$ cat config.mk
export PLATFORM = sky130hd
export DESIGN_NAME = ipq_post_port
export DESIGN_NICKNAME = d
export VERILOG_FILES = /design/src/rtl/ipq_pkg.sv /design/src/rtl/ipq_ring_regs.sv /design/src/rtl/ipq_addr_gen.sv /design/src/rtl/ipq_post_fsm.sv /design/src/rtl/ipq_post_port.sv
export SDC_FILE = /design/constraint.sdc
export NUM_CORES = 1
export LEC_CHECK = 0
export BUFFER_PORTS_ARGS = -buffer_cell sky130_fd_sc_hd__buf_4
export CAP_MARGIN = 10
export CORE_MARGIN = 5
export CORE_UTILIZATION = 55
export DETAILED_ROUTE_END_ITERATION = 6
export PLACE_DENSITY = 0.91
export SKIP_CTS_REPAIR_TIMING = 1
export SLEW_MARGIN = 10
export SYNTH_ARGS = -nofsm -noshare
export SYNTH_HDL_FRONTEND = slang
export SYNTH_HIERARCHICAL = 1
export SYNTH_SLANG_ARGS = --single-unit
$ cat constraint.sdc
create_clock -name clk -period 4 [get_ports clk]
set_input_delay 0 -clock clk [delete_from_list [all_inputs] [get_ports clk]]
set_output_delay 0 -clock clk [all_outputs]
set_load 0.02 [all_outputs]
$ cat src/rtl/ipq_pkg.sv
package ipq_pkg;

  localparam int unsigned SEL_W = 3;

  typedef enum logic [SEL_W-1:0] {
    RG_BASE = 3'd0,
    RG_SIZE = 3'd1,
    RG_HEAD = 3'd2,
    RG_TAIL = 3'd3,
    RG_CTRL = 3'd4
  } reg_sel_e;

  localparam int unsigned CTRL_NE_BIT   = 0;
  localparam int unsigned CTRL_MASK_BIT = 1;
  localparam int unsigned CTRL_OVF_BIT  = 2;

  typedef enum logic [0:0] {
    ST_IDLE  = 1'b0,
    ST_WRITE = 1'b1
  } post_st_e;

endpackage

$ cat src/rtl/ipq_ring_regs.sv
module ipq_ring_regs
  import ipq_pkg::*;
#(
  parameter int unsigned DATA_W    = 32,
  parameter int unsigned ADDR_W    = 32,
  parameter int unsigned MIN_LOG2  = 14,
  parameter int unsigned NUM_SIZES = 5,
  parameter int unsigned PTR_W     = MIN_LOG2 + NUM_SIZES - 1,
  parameter int unsigned CODE_W    = $clog2(NUM_SIZES)
) (
  input  logic              clk,
  input  logic              rst_n,
  input  logic              loc_we,
  input  logic [SEL_W-1:0]  loc_sel,
  input  logic [DATA_W-1:0] loc_wdata,
  input  logic              head_adv,
  input  logic              set_ovf,
  output logic [ADDR_W-1:0] base_q,
  output logic [PTR_W:0]    span,
  output logic [PTR_W-1:0]  head_q,
  output logic [PTR_W-1:0]  tail_q,
  output logic              mask_q,
  output logic              ovf_q,
  output logic              ring_full,
  output logic              ring_nonempty,
  output logic [DATA_W-1:0] loc_rdata
);

  localparam logic [CODE_W-1:0] CODE_MAX = CODE_W'(NUM_SIZES - 1);

  // Byte span of the ring for a size code; codes past the last size saturate.
  function automatic logic [PTR_W:0] span_of(input logic [CODE_W-1:0] code);
    logic [CODE_W-1:0] c;
    c = (code > CODE_MAX) ? CODE_MAX : code;
    return {{PTR_W{1'b0}}, 1'b1} << (MIN_LOG2 + int'(c));
  endfunction

  // Next slot offset, one 4-byte entry further, folded into the ring.
  function automatic logic [PTR_W-1:0] step_ptr(input logic [PTR_W-1:0] ptr,
                                                input logic [PTR_W-1:0] msk);
    return (ptr + PTR_W'(4)) & msk;
  endfunction

  logic [CODE_W-1:0] code_q;
  logic [PTR_W-1:0]  ptr_mask;
  logic [PTR_W:0]    span_m1;
  logic              wr_base, wr_size, wr_tail, wr_ctrl;

  assign span     = span_of(code_q);
  assign span_m1  = span - {{PTR_W{1'b0}}, 1'b1};
  assign ptr_mask = span_m1[PTR_W-1:0];

  assign wr_base = loc_we && (loc_sel == RG_BASE);
  assign wr_size = loc_we && (loc_sel == RG_SIZE);
  assign wr_tail = loc_we && (loc_sel == RG_TAIL);
  assign wr_ctrl = loc_we && (loc_sel == RG_CTRL);

  assign ring_nonempty = (head_q != tail_q);
  assign ring_full     = (step_ptr(head_q, ptr_mask) == tail_q);

  always_ff @(posedge clk) begin
    if (!rst_n) begin
      base_q <= '0;
      code_q <= '0;
      head_q <= '0;
      tail_q <= '0;
      mask_q <= 1'b0;
      ovf_q  <= 1'b0;
    end else begin
      if (wr_base) base_q <= loc_wdata[ADDR_W-1:0];
      if (wr_size) code_q <= loc_wdata[CODE_W-1:0];
      if (head_adv) head_q <= step_ptr(head_q, ptr_mask);
      if (wr_tail) tail_q <= loc_wdata[PTR_W-1:0] & ptr_mask & ~PTR_W'(3);
      if (wr_ctrl) mask_q <= loc_wdata[CTRL_MASK_BIT];
      if (set_ovf) ovf_q <= 1'b1;
      else if (wr_ctrl && loc_wdata[CTRL_OVF_BIT]) ovf_q <= 1'b0;
    end
  end

  always_comb begin
    loc_rdata = '0;
    case (loc_sel)
      RG_BASE: loc_rdata = DATA_W'(base_q);
      RG_SIZE: loc_rdata = DATA_W'(code_q);
      RG_HEAD: loc_rdata = DATA_W'(head_q);
      RG_TAIL: loc_rdata = DATA_W'(tail_q);
      RG_CTRL: begin
        loc_rdata[CTRL_NE_BIT]   = ring_nonempty;
        loc_rdata[CTRL_MASK_BIT] = mask_q;
        loc_rdata[CTRL_OVF_BIT]  = ovf_q;
      end
      default: loc_rdata = '0;
    endcase
  end

  AST_HEAD_FROZEN: assert property (@(posedge clk) disable iff (!rst_n)
    !head_adv |=> $stable(head_q));

  AST_OVF_STICKY: assert property (@(posedge clk) disable iff (!rst_n)
    set_ovf |=> ovf_q);

endmodule

$ cat src/rtl/ipq_addr_gen.sv
module ipq_addr_gen #(
  parameter int unsigned ADDR_W = 32,
  parameter int unsigned PTR_W  = 18
) (
  input  logic [ADDR_W-1:0] base,
  input  logic [PTR_W:0]    span,
  input  logic [PTR_W-1:0]  head,
  output logic [ADDR_W-1:0] slot_addr
);

  // The post list sits one ring span above the queue base.
  function automatic logic [ADDR_W-1:0] post_slot(input logic [ADDR_W-1:0] b,
                                                 input logic [PTR_W:0]    s,
                                                 input logic [PTR_W-1:0]  h);
    return b + ADDR_W'(s) + ADDR_W'(h);
  endfunction

  assign slot_addr = post_slot(base, span, head);

endmodule

$ cat src/rtl/ipq_post_fsm.sv
module ipq_post_fsm
  import ipq_pkg::*;
#(
  parameter int unsigned DATA_W   = 32,
  parameter int unsigned ADDR_W   = 32,
  parameter int unsigned OFF_W    = 8,
  parameter logic [OFF_W-1:0] PORT_OFF = 8'h40
) (
  input  logic              clk,
  input  logic              rst_n,
  input  logic              acc_valid,
  input  logic              acc_write,
  input  logic              acc_win0,
  input  logic [OFF_W-1:0]  acc_off,
  input  logic [DATA_W-1:0] acc_wdata,
  input  logic              ring_full,
  input  logic [ADDR_W-1:0] slot_addr,
  input  logic              mem_ack,
  output logic              mem_req,
  output logic [ADDR_W-1:0] mem_addr,
  output logic [DATA_W-1:0] mem_data,
  output logic              retry,
  output logic              post_accept,
  output logic              post_drop,
  output logic              post_done
);

  post_st_e st_q;
  logic     busy;
  logic     port_hit;

  assign busy        = (st_q == ST_WRITE);
  assign port_hit    = acc_valid && acc_write && acc_win0 && (acc_off == PORT_OFF);
  assign post_accept = port_hit && !busy && !ring_full;
  assign post_drop   = port_hit && !busy && ring_full;
  assign post_done   = busy && mem_ack;
  assign retry       = acc_valid && busy;
  assign mem_req     = busy;

  always_ff @(posedge clk) begin
    if (!rst_n) begin
      st_q     <= ST_IDLE;
      mem_addr <= '0;
      mem_data <= '0;
    end else begin
      case (st_q)
        ST_IDLE: if (post_accept) begin
          st_q     <= ST_WRITE;
          mem_addr <= slot_addr;
          mem_data <= acc_wdata;
        end
        ST_WRITE: if (mem_ack) st_q <= ST_IDLE;
        default: st_q <= ST_IDLE;
      endcase
    end
  end

  AST_REQ_HOLD: assert property (@(posedge clk) disable iff (!rst_n)
    mem_req && !mem_ack |=> mem_req && $stable(mem_addr) && $stable(mem_data));

  AST_DROP_NO_WRITE: assert property (@(posedge clk) disable iff (!rst_n)
    post_drop |=> !mem_req);

  AST_ACCEPT_STARTS: assert property (@(posedge clk) disable iff (!rst_n)
    post_accept |=> mem_req && (mem_data == $past(acc_wdata)));

endmodule

$ cat src/rtl/ipq_post_port.sv
module ipq_post_port
  import ipq_pkg::*;
#(
  parameter int unsigned DATA_W    = 32,
  parameter int unsigned ADDR_W    = 32,
  parameter int unsigned OFF_W     = 8,
  parameter logic [OFF_W-1:0] PORT_OFF = 8'h40,
  parameter int unsigned MIN_LOG2  = 14,
  parameter int unsigned NUM_SIZES = 5
) (
  input  logic              clk,
  input  logic              rst_n,
  input  logic              hst_acc_valid,
  input  logic              hst_acc_write,
  input  logic              hst_acc_win0,
  input  logic [OFF_W-1:0]  hst_acc_off,
  input  logic [DATA_W-1:0] hst_acc_wdata,
  output logic              hst_retry,
  output logic              mem_req,
  output logic [ADDR_W-1:0] mem_addr,
  output logic [DATA_W-1:0] mem_data,
  input  logic              mem_ack,
  input  logic              loc_we,
  input  logic [SEL_W-1:0]  loc_sel,
  input  logic [DATA_W-1:0] loc_wdata,
  output logic [DATA_W-1:0] loc_rdata,
  output logic              local_irq
);

  localparam int unsigned PTR_W  = MIN_LOG2 + NUM_SIZES - 1;
  localparam int unsigned CODE_W = $clog2(NUM_SIZES);

  logic [ADDR_W-1:0] base_q;
  logic [PTR_W:0]    span;
  logic [PTR_W-1:0]  head_q, tail_q;
  logic              mask_q, ovf_q;
  logic              ring_full, ring_nonempty;
  logic [ADDR_W-1:0] slot_addr;
  logic              post_accept, post_drop, post_done;

  ipq_ring_regs #(
    .DATA_W(DATA_W), .ADDR_W(ADDR_W), .MIN_LOG2(MIN_LOG2),
    .NUM_SIZES(NUM_SIZES), .PTR_W(PTR_W), .CODE_W(CODE_W)
  ) u_regs (
    .clk(clk), .rst_n(rst_n),
    .loc_we(loc_we), .loc_sel(loc_sel), .loc_wdata(loc_wdata),
    .head_adv(post_done), .set_ovf(post_drop),
    .base_q(base_q), .span(span), .head_q(head_q), .tail_q(tail_q),
    .mask_q(mask_q), .ovf_q(ovf_q),
    .ring_full(ring_full), .ring_nonempty(ring_nonempty),
    .loc_rdata(loc_rdata)
  );

  ipq_addr_gen #(.ADDR_W(ADDR_W), .PTR_W(PTR_W)) u_addr (
    .base(base_q), .span(span), .head(head_q), .slot_addr(slot_addr)
  );

  ipq_post_fsm #(
    .DATA_W(DATA_W), .ADDR_W(ADDR_W), .OFF_W(OFF_W), .PORT_OFF(PORT_OFF)
  ) u_fsm (
    .clk(clk), .rst_n(rst_n),
    .acc_valid(hst_acc_valid), .acc_write(hst_acc_write),
    .acc_win0(hst_acc_win0), .acc_off(hst_acc_off), .acc_wdata(hst_acc_wdata),
    .ring_full(ring_full), .slot_addr(slot_addr), .mem_ack(mem_ack),
    .mem_req(mem_req), .mem_addr(mem_addr), .mem_data(mem_data),
    .retry(hst_retry),
    .post_accept(post_accept), .post_drop(post_drop), .post_done(post_done)
  );

  assign local_irq = ring_nonempty && !mask_q;

  AST_RETRY_BLOCKS: assert property (@(posedge clk) disable iff (!rst_n)
    hst_retry |-> !post_accept && !post_drop);

  AST_IRQ_EMPTY: assert property (@(posedge clk) disable iff (!rst_n)
    (head_q == tail_q) |-> !local_irq);

  AST_NO_OVERFLOW: assert property (@(posedge clk) disable iff (!rst_n)
    ring_full |-> !post_accept);

  AST_SLOT_IN_RING: assert property (@(posedge clk) disable iff (!rst_n)
    mem_req |-> ((mem_addr - base_q - ADDR_W'(span)) < ADDR_W'(span)));

endmodule

### After elaboration in Yosys (flattened, before gate mapping)

Cells that the tools add are included.

| cells by class | value |
|---|---|
| $add $sub $neg | 5 |
| multipliers | 0 |
| div/mod/pow operators | 0 |
| order comparisons | 1 |
| equality and inequality tests | 7 |
| shift-type cells | 1 |
| muxes and demuxes | 8 |
| bitwise operators | 3 |
| reduce and logical (&&, ||, !) cells | 20 |

Operator list:

| cell | count |
|---|---|
| one-hot mux 29 bit (3 select lines) | 1 |
| bitwise AND 18 bit | 2 |
| adder 32 x 18 -> 32 bit | 1 |
| adder 32 x 19 -> 32 bit | 1 |
| << shifter 1 x 5 -> 19 bit, first input constant | 1 |
| adder 18 x 3 -> 18 bit, second input constant | 1 |
| equality test 18 bit | 1 |
| != test 18 bit | 1 |
| subtractor 18 x 1 -> 18 bit, second input constant | 1 |
| one-hot mux 3 bit (5 select lines) | 1 |
| logical AND 1 bit | 14 |
| equality test 8 x 7 -> 1 bit, second input constant | 1 |
| equality test 3 x 2 -> 1 bit, second input constant | 2 |
| adder 4 x 3 -> 5 bit, first input constant | 1 |
| 2-to-1 mux 1 bit | 4 |
| equality test 3 x 1 -> 1 bit, second input constant | 1 |
| equality test 3 bit, second input constant | 1 |
| greater-than comparator 3 bit, second input constant | 1 |
| logical NOT 1 bit | 3 |
| logical NOT 3 bit | 1 |
| 2-to-1 mux 3 bit | 1 |
| one-hot mux 1 bit (2 select lines) | 1 |
| AND reduction 2 bit | 1 |
| nonzero test 2 bit | 1 |
| inverter 1 bit | 1 |

| storage, ports and cells | value |
|---|---|
| bits in registers | 136 |
| latch bits | 0 |
| RAM bits | 0 |
| memory bits (read-only) | 0 |
| bits of input ports | 82 |
| output and inout bits | 99 |
| word-level logic and storage cells | 54 |
| memories kept | 0 |

### Logic depth before layout (Yosys ltp)

Gate-level depths: netlist (run 1).

| logic depth | value |
|---|---|
| depth after elaboration | 11 |
| mapped depth | 14 |
| gate-level depth less buffers | 13 |

### Cells and area by module

Netlist (run 1), hierarchy kept.

By module, submodules not included:

| module | instances | cells an instance | area each (um2) | sequential area each (um2) |
|---|---|---|---|---|
| ipq_ring_regs | 1 | 541 | 4336.7 | 1421.4 |
| ipq_post_fsm | 1 | 289 | 2692.6 | 1301.2 |
| ipq_addr_gen | 1 | 210 | 1705.4 | 0.0 |
| ipq_post_port | 1 | 1 | 13.8 | 0.0 |

### Worst setup path after synthesis (run 1)

Ideal clock, no wire load.

| timing | value |
|---|---|
| kind | register to register |
| start point | register u_regs.code_q[0] |
| end point | register u_fsm.mem_addr[27] |
| library setup time | 0.072 ns |
| data arrival time | 2.741 ns |
| required time | 3.928 ns |
| slack | 1.187 ns |
| stages on the path, launching flop included | 14 |
| path buffers | 1 |
| period minus slack after synthesis | 2.813 ns |
| cell sequence | dfxtp_1 -> or3_1 -> inv_1 -> fa_1 -> ha_1 -> buf_2 -> a21oi_1 -> o21a_1 -> nand2b_1 -> a21boi_0 -> o31ai_1 -> xnor2_1 -> nand2_1 -> mux2i_1 |

| between the ends | value |
|---|---|
| elaborated cells between the ends (all ways) | 12 |
| those cells by class | add/sub (4); order compare (1); eq/ne (1); shift (1); mux (1); bitwise (1); reduce/logical (3) |

RTL lines:

| element | line | source |
|---|---|---|
| from (decl) | ipq_ring_regs.sv:44 | `logic [CODE_W-1:0] code_q;` |
| from (signal assigned) | ipq_ring_regs.sv:71 | `if (wr_size) code_q <= loc_wdata[CODE_W-1:0];` |
| greater-than comparator 3 bit | ipq_ring_regs.sv:34 | `c = (code > CODE_MAX) ? CODE_MAX : code;` |
| 2-to-1 mux 3 bit * | ipq_ring_regs.sv:34 |  |
| adder 4 x 3 -> 5 bit * | ipq_ring_regs.sv:35 | `return {{PTR_W{1'b0}}, 1'b1} << (MIN_LOG2 + int'(c));` |
| << shifter 1 x 5 -> 19 bit * | ipq_ring_regs.sv:35 |  |
| via span[14] | ipq_post_port.sv:34 | `logic [PTR_W:0] span;` |
| adder 32 x 19 -> 32 bit * | ipq_addr_gen.sv:15 | `return b + ADDR_W'(s) + ADDR_W'(h);` |
| adder 32 x 18 -> 32 bit * | ipq_addr_gen.sv:15 |  |
| via slot_addr[27] | ipq_post_port.sv:38 | `logic [ADDR_W-1:0] slot_addr;` |
| to (signal assigned) | ipq_post_fsm.sv:49 | `mem_addr <= slot_addr;` |
| to (decl) | ipq_post_fsm.sv:20 | `output logic [ADDR_W-1:0] mem_addr,` |

Mark *: on every way through the listed nets, which the timed path passes. The rest lies on a longest branch.
A chain may end at the register's enable or synchronous reset.

### Final worst setup path (run 1)

| timing | value |
|---|---|
| start point | register u_regs.head_q[3] |
| end point | register u_fsm.mem_data[15] |

| between the ends | value |
|---|---|
| cells in the longest elaborated chain, start to end | 6 |

Ends and longest elaborated chain:

| element | line | source |
|---|---|---|
| from (decl) | ipq_ring_regs.sv:20 | `output logic [PTR_W-1:0] head_q,` |
| from (signal assigned) | ipq_ring_regs.sv:72 | `if (head_adv) head_q <= step_ptr(head_q, ptr_mask);` |
| adder 18 x 3 -> 18 bit | ipq_ring_regs.sv:41 | `return (ptr + PTR_W'(4)) & msk;` |
| bitwise AND 18 bit | ipq_ring_regs.sv:41 |  |
| equality test 18 bit | ipq_ring_regs.sv:59 | `assign ring_full = (step_ptr(head_q, ptr_mask) == tail_q);` |
| via ring_full | ipq_post_port.sv:37 | `logic ring_full, ring_nonempty;` |
| logical NOT 1 bit | ipq_post_fsm.sv:34 | `assign post_accept = port_hit && !busy && !ring_full;` |
| logical AND 1 bit | ipq_post_fsm.sv:34 |  |
| AND reduction 2 bit (no source line) | n/a |  |
| to (signal assigned) | ipq_post_fsm.sv:50 | `mem_data <= acc_wdata;` |
| to (decl) | ipq_post_fsm.sv:21 | `output logic [DATA_W-1:0] mem_data,` |

The timed path passes the listed nets, and every way through them passes these cells.

==> results.json, run 1 <==
{
  "yosys_warnings": 6,
  "post-route-min-period_ns": 3.53,
  "min_path_type": "primary input to flop",
  "fmax_mhz": 283,
  "startpoint_type": "flop",
  "netlist_area_mm2": 0.00873,
  "wire_per_inst_um": 18.4,
  "layout.nets": 1358,
  "rows": 46,
  "final_hold_viol_count": 0,
  "crit_type": "flop to flop",
  "critPathRequiredTime_ns": 4.34,
  "grt_max_degree": 104,
  "drive_gt1_share_pct": 20.5,
  "period_share_pct": 88.2,
  "ir_drop_mv": 0.308,
  "drt-vias-per-instance": 5.67,
  "end_kind": "flop",
  "cts_buffers": 17,
  "maxCapViolations": 0,
  "port_buffers": 180,
  "r2r_end": "u_fsm/mem_data[15]$_SDFFE_PN0P_",
  "cts_sinks": 136,
  "avgSynthCellArea_um2": 8.41,
  "power_density_mw_per_mm2": 296,
  "multi_input_area_mm2": 0.00543,
  "area_delta_synth_final_pct": 27.7,
  "dr.first_iter.drc_count": 884,
  "clk_latency_ns": 0.44,
  "fillers": 1121,
  "cts_buffer_depth": 2,
  "ios": 181,
  "final_cell_area_mm2": 0.0111,
  "final_antenna_net_count": 0,
  "ff_latch_area_mm2": 0.00272,
  "clk_pin_slew_ns": 0.07,
  "slew_headroom_pct": 37.8,
  "fin_worst_skew_ns": 0.0132,
  "die_w_um": 136,
  "die-area_mm2": 0.0185,
  "worstMarginPinSlew_ns": 0.933,
  "post-route-drc-count": 0,
  "slew_viol_final": 0,
  "core_area_mm2": 0.0157,
  "die_h_um": 136,
  "dr_total_vias": 8312,
  "gp_congestion": 0.968,
  "grt_remaining_overflow": 0,
  "htree_levels": 4,
  "status": "complete, no violations",
  "rsz0062_at_grt": "false",
  "reg2regPathDepth": 10,
  "cp_max_fo": 31,
  "synthCells": 1038,
  "num_antenna_cells": 0,
  "initial_core_util_pct": 55.5,
  "root_buffer": "clkbuf_16",
  "worstReg2RegStart": "u_regs/head_q[3]$_SDFFE_PN0P_",
  "setup_viol_count_final": 0,
  "grt_usage_pct": 26.1,
  "whs_endpoint": "u_regs/mask_q$_SDFFE_PN0P_",
  "grt_pass1_vias": 7666,
  "dpl-instance-area_mm2": 0.00991,
  "dp_hpwl_mm": 17.7,
  "antenna_found_initial": 0,
  "drt-total-wl_mm": 26.9,
  "setup_tns_ns": 0,
  "arrival_ns": 3.87,
  "grt_first_pass_wirelength_mm": 38.8,
  "dr.pass1.iters": 6,
  "cts_tree": "yes",
  "hp-start": "loc_we",
  "reg2reg_slack_ns": 0.47,
  "min_path_cells": 4,
  "power_leakage_nw": 4.48
}
critical path: stages, from the launching register on:
cell     delay (ns)
dfxtp_1        0.59
ha_1           0.38
nand4_1        0.20
or3_1          0.47
xor2_1         0.17
or3_1          0.33
nand4_1        0.14
nor4_2         0.11
nor4_4         0.44
buf_12         0.29
mux2i_1        0.30
routing by layer:
| layer | routed length, um | vias to the layer above | global-route usage, % |
|---|---|---|---|
| met1 | 11000 | 3909 | 32.9 |
| met5 | 0 | - | 0 |
| met4 | 663 | 0 | 9.07 |
| met3 | 2490 | 63 | 5.92 |
| met2 | 12800 | 443 | 44.0 |
| li1 | - | 3897 | - |
per-stage QoR:
step	util (%)	total power, mW	cells	hold WS [ns]	setup slack, ns
after floorplan	-	1.59	1051	0.142	1.19
after global placement	63.1	1.69	1368	0.260	0.682
after detailed placement	63.1	1.70	1368	0.268	0.637
after CTS	66.8	3.25	1400	-0.190	0.594
after global routing	70.9	3.41	1465	0.0820	0.241
final	70.9	3.30	1465	0.0225	0.471
placed cells by master, fill, tap and decap left out, types with 20 or more instances in the layout:
cell type	instances
dfxtp_1	136
nand2_1	262
nor2_1	37
and2_1	33
buf_4	187
xnor2_1	42
ha_1	21
o21ai_0	23
a21boi_0	54
a21oi_1	33
dlygate4sd3_1	65
mux2i_1	72
nand3_1	20
sequential cells by signal, indices dropped and copies added (netlist names):
signal          count
u_fsm/mem_data     32
u_regs/ovf_q        1
u_regs/mask_q       1
u_regs/base_q      32
u_fsm/mem_req       1
u_regs/head_q      18
u_fsm/mem_addr     32
u_regs/tail_q      16
u_regs/code_q       3
power by group:
part	internal (mW)	leakage [nW]	switching, mW
registers	1.36	1.10	0.0157
clock network	0.880	0.278	0.684
logic	0.170	3.10	0.181
worst max-delay path by stage:
stage / start / end / slack, ns / depth (start not counted)
after floorplan: u_regs/code_q[0]$_SDFFE_PN0P_ / u_fsm/mem_addr[27]$_SDFFE_PN0P_ / 1.19 / 13
after global placement: u_regs/head_q[3]$_SDFFE_PN0P_ / u_fsm/mem_addr[23]$_SDFFE_PN0P_ / 0.68 / 10
after detailed placement: u_regs/head_q[3]$_SDFFE_PN0P_ / u_fsm/mem_data[10]$_SDFFE_PN0P_ / 0.64 / 10
after CTS: u_regs/head_q[3]$_SDFFE_PN0P_ / u_fsm/mem_data[10]$_SDFFE_PN0P_ / 0.59 / 10
after global routing: u_regs/head_q[2]$_SDFFE_PN0P_ / u_regs/ovf_q$_SDFFE_PN0P_ / 0.24 / 11
final: u_regs/head_q[3]$_SDFFE_PN0P_ / u_fsm/mem_data[15]$_SDFFE_PN0P_ / 0.47 / 10
area by class of cell:
cell class | count | area share, %
Sequential cell | 136 | 24.4
Multi-Input combinational cell | 813 | 48.7
Inverter | 14 | 0.471
Timing Repair Buffer | 254 | 18.8
Clock buffer | 17 | 3.82
Tap cell | 216 | 2.42
Clock inverter | 15 | 1.40
(Power assumes the default switching activity.)
==> inputs of run 2 (changes only) <==
CAP_MARGIN = 0   (was 10)
CELL_PAD_IN_SITES_DETAIL_PLACEMENT = 0   (was not set)
CELL_PAD_IN_SITES_GLOBAL_PLACEMENT = 1   (was not set)
CORE_UTILIZATION = 40   (was 55)
PLACE_DENSITY = 0.9   (was 0.91)
==> results.json, run 2 (synthesis results as in run 1) <==
{
  "status": "complete, no violations",
  "grt_remaining_overflow": 0,
  "wire_per_inst_um": 16.7,
  "min_path_type": "primary input to flop",
  "grt_pass1_vias": 7323,
  "grt_first_pass_wirelength_mm": 38.2,
  "power.share.clock_pct": 50.9,
  "place_inst": 1433,
  "path_depth": 10,
  "intPower_mw": 2.66,
  "startpoint_type": "flop",
  "drt-total-wl_mm": 25.5,
  "post-route-min-period_ns": 3.59,
  "ir_drop_mv": 0.240,
  "clk_pin_slew_ns": 0.06,
  "crit_buf_inv": 1,
  "hp-start": "loc_we",
  "antenna_found_initial": 0,
  "clk_latency_ns": 0.43,
  "final_common_cell": "nand2_1",
  "fin_worst_skew_ns": 0.00882,
  "die-area_mm2": 0.0249,
  "num_antenna_cells": 0,
  "core_area_mm2": 0.0216,
  "rsz0062_at_grt": "false",
  "min_path_cells": 4,
  "slew_viol_final": 0,
  "met2_usage_pct": 31.3,
  "dr.first_iter.drc_count": 572,
  "dr.pass1.iters": 5,
  "combPwrFrac_pct": 9.7,
  "met3_usage_pct": 3.50,
  "fmax_mhz": 279,
  "layout.nets": 1359,
  "port_buffers": 180,
  "cts_buffers": 17,
  "worstPathCellList": "ha_1, nand4_1, or3_1, xor2_1, or3_1, nand4_1, nor4_2, nor4_4, buf_4, mux2i_1",
  "die_h_um": 158,
  "htree_levels": 4,
  "dp_hpwl_mm": 18.1,
  "cp_max_fo": 32,
  "reg2reg_slack_ns": 0.41,
  "slew_headroom_pct": 44.2,
  "cpPeakStageDelay_ns": 0.61,
  "crit_type": "flop to flop",
  "crit_family": "simple AND/OR/NAND/NOR gates",
  "setup_tns_ns": 0,
  "arrival_ns": 3.93,
  "gp_congestion": 0.907,
  "setup_viol_count_final": 0,
  "reg_top3": "u_fsm/mem_addr (32), u_fsm/mem_data (32), u_regs/base_q (32)",
  "root_buffer": "clkbuf_16",
  "fin_util_pct": 52.4,
  "p_seq_share_pct": 39.3,
  "area_delta_synth_final_pct": 29.7,
  "worstMarginPinSlew_ns": 0.837,
  "cpMaxStageDelayCell": "dfxtp_1",
  "swShare_pct": 24.3,
  "power_density_mw_per_mm2": 310,
  "switching_power_mw": 0.851,
  "die_w_um": 158,
  "cts_tree": "yes",
  "end_kind": "flop",
  "grt_usage_pct": 19.1,
  "final_cells": 1530,
  "gr-usage-met1_pct": 25.2,
  "whs_endpoint": "u_regs/ovf_q$_SDFFE_PN0P_",
  "ios": 181,
  "final_antenna_net_count": 0,
  "initial_core_util_pct": 40.4,
  "cts_buffer_depth": 2,
  "critPathRequiredTime_ns": 4.35,
  "grt_max_degree": 114,
  "period_share_pct": 89.7,
  "final_cell_mix": "262 x nand2_1, 188 x buf_4, 136 x dfxtp_1, 72 x mux2i_1, 65 x dlygate4sd3_1",
  "worstReg2RegStart": "u_regs/head_q[2]$_SDFFE_PN0P_",
  "cts_sinks": 136,
  "reg2regPathDepth": 10,
  "post-route-drc-count": 0,
  "maxCapViolations": 0,
  "r2r_end": "u_fsm/mem_addr[7]$_SDFFE_PN0P_",
  "rows": 54,
  "dr_total_vias": 7846,
  "drt-vias-per-instance": 5.13,
  "final_hold_viol_count": 0,
  "grt_most_used_layer": "met2",
  "fillers": 2024,
  "drive_gt1_share_pct": 20.6,
  "power_leakage_nw": 4.53
}
[run 2: cell types whose count changed in the layout (fill, tap and decap cells not counted)]
| cell | change |
|---|---|
| bufinv_16 | +4 |
| inv_6 | -3 |
| clkinv_4 | +2 |
| clkinvlp_4 | -2 |
| buf_4 | +1 |
| inv_8 | -1 |
[run 2: final cells by class]
class / instances / area, um2 / area share, %
Timing Repair Buffer: 255 / 2100 / 18.6
Tap cell: 280 / 350 / 3.09
Sequential cell: 136 / 2720 / 24.1
Clock buffer: 17 / 425 / 3.76
Multi-Input combinational cell: 813 / 5430 / 47.9
Clock inverter: 15 / 241 / 2.13
Inverter: 14 / 52.6 / 0.464
[run 2: how the worst max path moves through the flow]
stage / end / slack [ns] / start
floorplan: u_fsm/mem_addr[27]$_SDFFE_PN0P_ / 1.19 / u_regs/code_q[0]$_SDFFE_PN0P_
global placement: u_fsm/mem_addr[31]$_SDFFE_PN0P_ / 0.62 / u_regs/head_q[2]$_SDFFE_PN0P_
detailed placement: u_fsm/mem_addr[23]$_SDFFE_PN0P_ / 0.50 / u_regs/head_q[2]$_SDFFE_PN0P_
CTS: u_fsm/mem_addr[7]$_SDFFE_PN0P_ / 0.46 / u_regs/head_q[2]$_SDFFE_PN0P_
global route: u_fsm/mem_addr[7]$_SDFFE_PN0P_ / 0.22 / u_regs/head_q[2]$_SDFFE_PN0P_
finish: u_fsm/mem_addr[7]$_SDFFE_PN0P_ / 0.41 / u_regs/head_q[2]$_SDFFE_PN0P_
[run 2: through the flow]
stage	instance area (um2)	hold slack [ns]	power [mW]	setup slack [ns]
2_1_floorplan	8780	0.142	1.59	1.19
3_3_place_gp	10000	0.258	1.69	0.624
3_5_place_dp	10000	0.266	1.70	0.499
4_1_cts	10700	-0.194	3.49	0.462
5_1_grt	11300	0.0414	3.63	0.223
6_report	11300	0.0155	3.51	0.413
[run 2: worst reg2reg max path: stages, from the launching register on]
cell     delay, ns
dfxtp_1       0.61
ha_1          0.35
nand4_1       0.22
or3_1         0.48
xor2_1        0.17
or3_1         0.33
nand4_1       0.12
nor4_2        0.08
nor4_4        0.37
buf_4         0.52
mux2i_1       0.28
[run 2: routing by layer]
metal | wire length [um] | part of all wire (%) | vias to the layer above
met4 | 573 | 2.2 | 0
met3 | 1690 | 6.6 | 42
li1 | - | - | 3907
met1 | 11400 | 45 | 3620
met5 | 0 | 0 | -
met2 | 11800 | 46 | 277
[run 2: power by group through the flow]
| stage | sequential, mW | combinational [mW] | clock (mW) |
|---|---|---|---|
| after detailed placement | 1.41 | 0.287 | 0 |
| after global placement | 1.41 | 0.284 | 0 |
| final | 1.38 | 0.342 | 1.79 |
| after global routing | 1.38 | 0.375 | 1.88 |
| after floorplan | 1.40 | 0.181 | 0 |
| after CTS | 1.38 | 0.289 | 1.82 |
==> inputs of run 3 (changes only) <==
RECOVER_POWER = 50   (was not set)
==> results.json, run 3 (synthesis results as in run 1) <==
{
  "cpMaxStageDelayCell": "dfxtp_1",
  "ff_latch_area_mm2": 0.00272,
  "setup_tns_ns": 0,
  "multi_input_area_mm2": 0.00543,
  "startpoint_type": "flop",
  "ios": 181,
  "rows": 54,
  "post-place-ws_ns": 0.499,
  "setup_viol_count_final": 0,
  "clk_pin_slew_ns": 0.06,
  "rsz0062_at_grt": "false",
  "grt_pass1_vias": 7323,
  "maxCapViolations": 1,
  "drt-total-wl_mm": 25.6,
  "root_buffer": "clkbuf_16",
  "htree_levels": 4,
  "reg_top3": "u_fsm/mem_addr (32), u_fsm/mem_data (32), u_regs/base_q (32)",
  "antenna_found_initial": 0,
  "fillers": 2091,
  "place_inst": 1433,
  "clk_latency_ns": 0.43,
  "crit_type": "flop to flop",
  "arrival_ns": 3.90,
  "area_delta_synth_final_pct": 26.7,
  "period_share_pct": 88.8,
  "grt_usage_pct": 19.1,
  "power_mw": 3.51,
  "dr.first_iter.drc_count": 567,
  "core_area_mm2": 0.0216,
  "post-route-drc-count": 0,
  "port_buffers": 180,
  "dr.pass1.iters": 5,
  "final_hold_viol_count": 0,
  "num_antenna_cells": 0,
  "critPathRequiredTime_ns": 4.35,
  "grt_max_degree": 114,
  "dp_hpwl_mm": 18.1,
  "slew_viol_final": 33,
  "cts_buffer_depth": 2,
  "die_h_um": 158,
  "final_cells": 1530,
  "fmax_mhz": 282,
  "final_cell_area_mm2": 0.0111,
  "initial_core_util_pct": 40.4,
  "dpl-instance-area_mm2": 0.0100,
  "final_cell_mix": "262 x nand2_1, 136 x dfxtp_1, 117 x buf_4, 72 x mux2i_1, 71 x clkbuf_1",
  "worstMarginPinSlew_ns": 1.69,
  "worstPathCellList": "ha_1, nand4_1, or3_1, xor2_1, or3_1, nand4_1, nor4_2, nor4_4, buf_4, mux2i_1",
  "drive_gt1_share_pct": 14.9,
  "cts_tree": "yes",
  "final_common_cell": "nand2_1",
  "post-route-min-period_ns": 3.55,
  "fin_util_pct": 51.1,
  "grt_first_pass_wirelength_mm": 38.2,
  "power_leakage_nw": 4.21,
  "fin_worst_skew_ns": 0.00863,
  "power_density_mw_per_mm2": 318,
  "end_kind": "flop",
  "cts_sinks": 136,
  "status": "finished, violations left",
  "ir_drop_mv": 0.241,
  "crit_family": "simple AND/OR/NAND/NOR gates",
  "final_antenna_net_count": 0,
  "wire_per_inst_um": 16.7,
  "die-area_mm2": 0.0249,
  "drt-vias-per-instance": 5.13,
  "cpPeakStageDelay_ns": 0.59,
  "crit_buf_inv": 1,
  "min_path_type": "primary input to flop",
  "setup_ws_ns": 0.450,
  "hold_ws_ns": 0.0167,
  "slew_headroom_pct": -13.0,
  "grt_remaining_overflow": 0,
  "cts_buffers": 17,
  "gp_congestion": 0.907,
  "cp_max_fo": 32,
  "violations": "max-capacitance violations, max-slew violations",
  "dr_total_vias": 7842,
  "layout.nets": 1359,
  "die_w_um": 158
}
==> run 3: cell count changes in the layout (fill, tap and decap cells not counted) <==
cell / delta
and2_0: +12
buf_4: -71
and2_1: -12
clkbuf_1: +71
==> run 3: final timing paths <==
kind                                                      start                         endpoint  slack (ns)  depth (start not counted)
worst max-delay path              u_regs/head_q[2]$_SDFFE_PN0P_   u_fsm/mem_addr[7]$_SDFFE_PN0P_        0.45                         10
worst min-delay path                                     loc_we        u_regs/ovf_q$_SDFFE_PN0P_        0.02                          4
worst min register to register  u_fsm/mem_addr[19]$_SDFFE_PN0P_  u_fsm/mem_addr[19]$_SDFFE_PN0P_        0.45                          2
worst max register to register    u_regs/head_q[2]$_SDFFE_PN0P_   u_fsm/mem_addr[7]$_SDFFE_PN0P_        0.45                         10
==> run 3: per-layer routing <==
| metal | vias to the layer above | part of all wire [%] | routed length, um | GRT usage (%) |
|---|---|---|---|---|
| met5 | - | 0 | 0 | 0 |
| met4 | 0 | 2.1 | 549 | 7.29 |
| met3 | 40 | 6.3 | 1610 | 3.50 |
| met2 | 263 | 46 | 11900 | 31.3 |
| met1 | 3630 | 45 | 11500 | 25.2 |
| li1 | 3909 | - | - | - |
==> run 3: final cells by class <==
cell class                      instances  share of cell area, %
Clock inverter                         15                   2.18
Tap cell                              280                   3.17
Sequential cell                       136                   24.6
Timing Repair Buffer                  255                   16.6
Inverter                               14                  0.475
Clock buffer                           17                   3.85
Multi-Input combinational cell        813                   49.1
==> run 3: report_power, final <==
part	leakage (nW)	total, mW	internal, mW	switching, mW
combinational	2.80	0.341	0.168	0.173
sequential	1.10	1.38	1.36	0.0155
clock	0.322	1.79	1.12	0.665
==> run 3: worst reg2reg max path: stages (launching register included) <==
cell and delay, ns:
dfxtp_1 0.59, ha_1 0.35, nand4_1 0.21, or3_1 0.48, xor2_1 0.17, or3_1 0.32, nand4_1 0.11, nor4_2 0.08
nor4_4 0.37, buf_4 0.52, mux2i_1 0.28
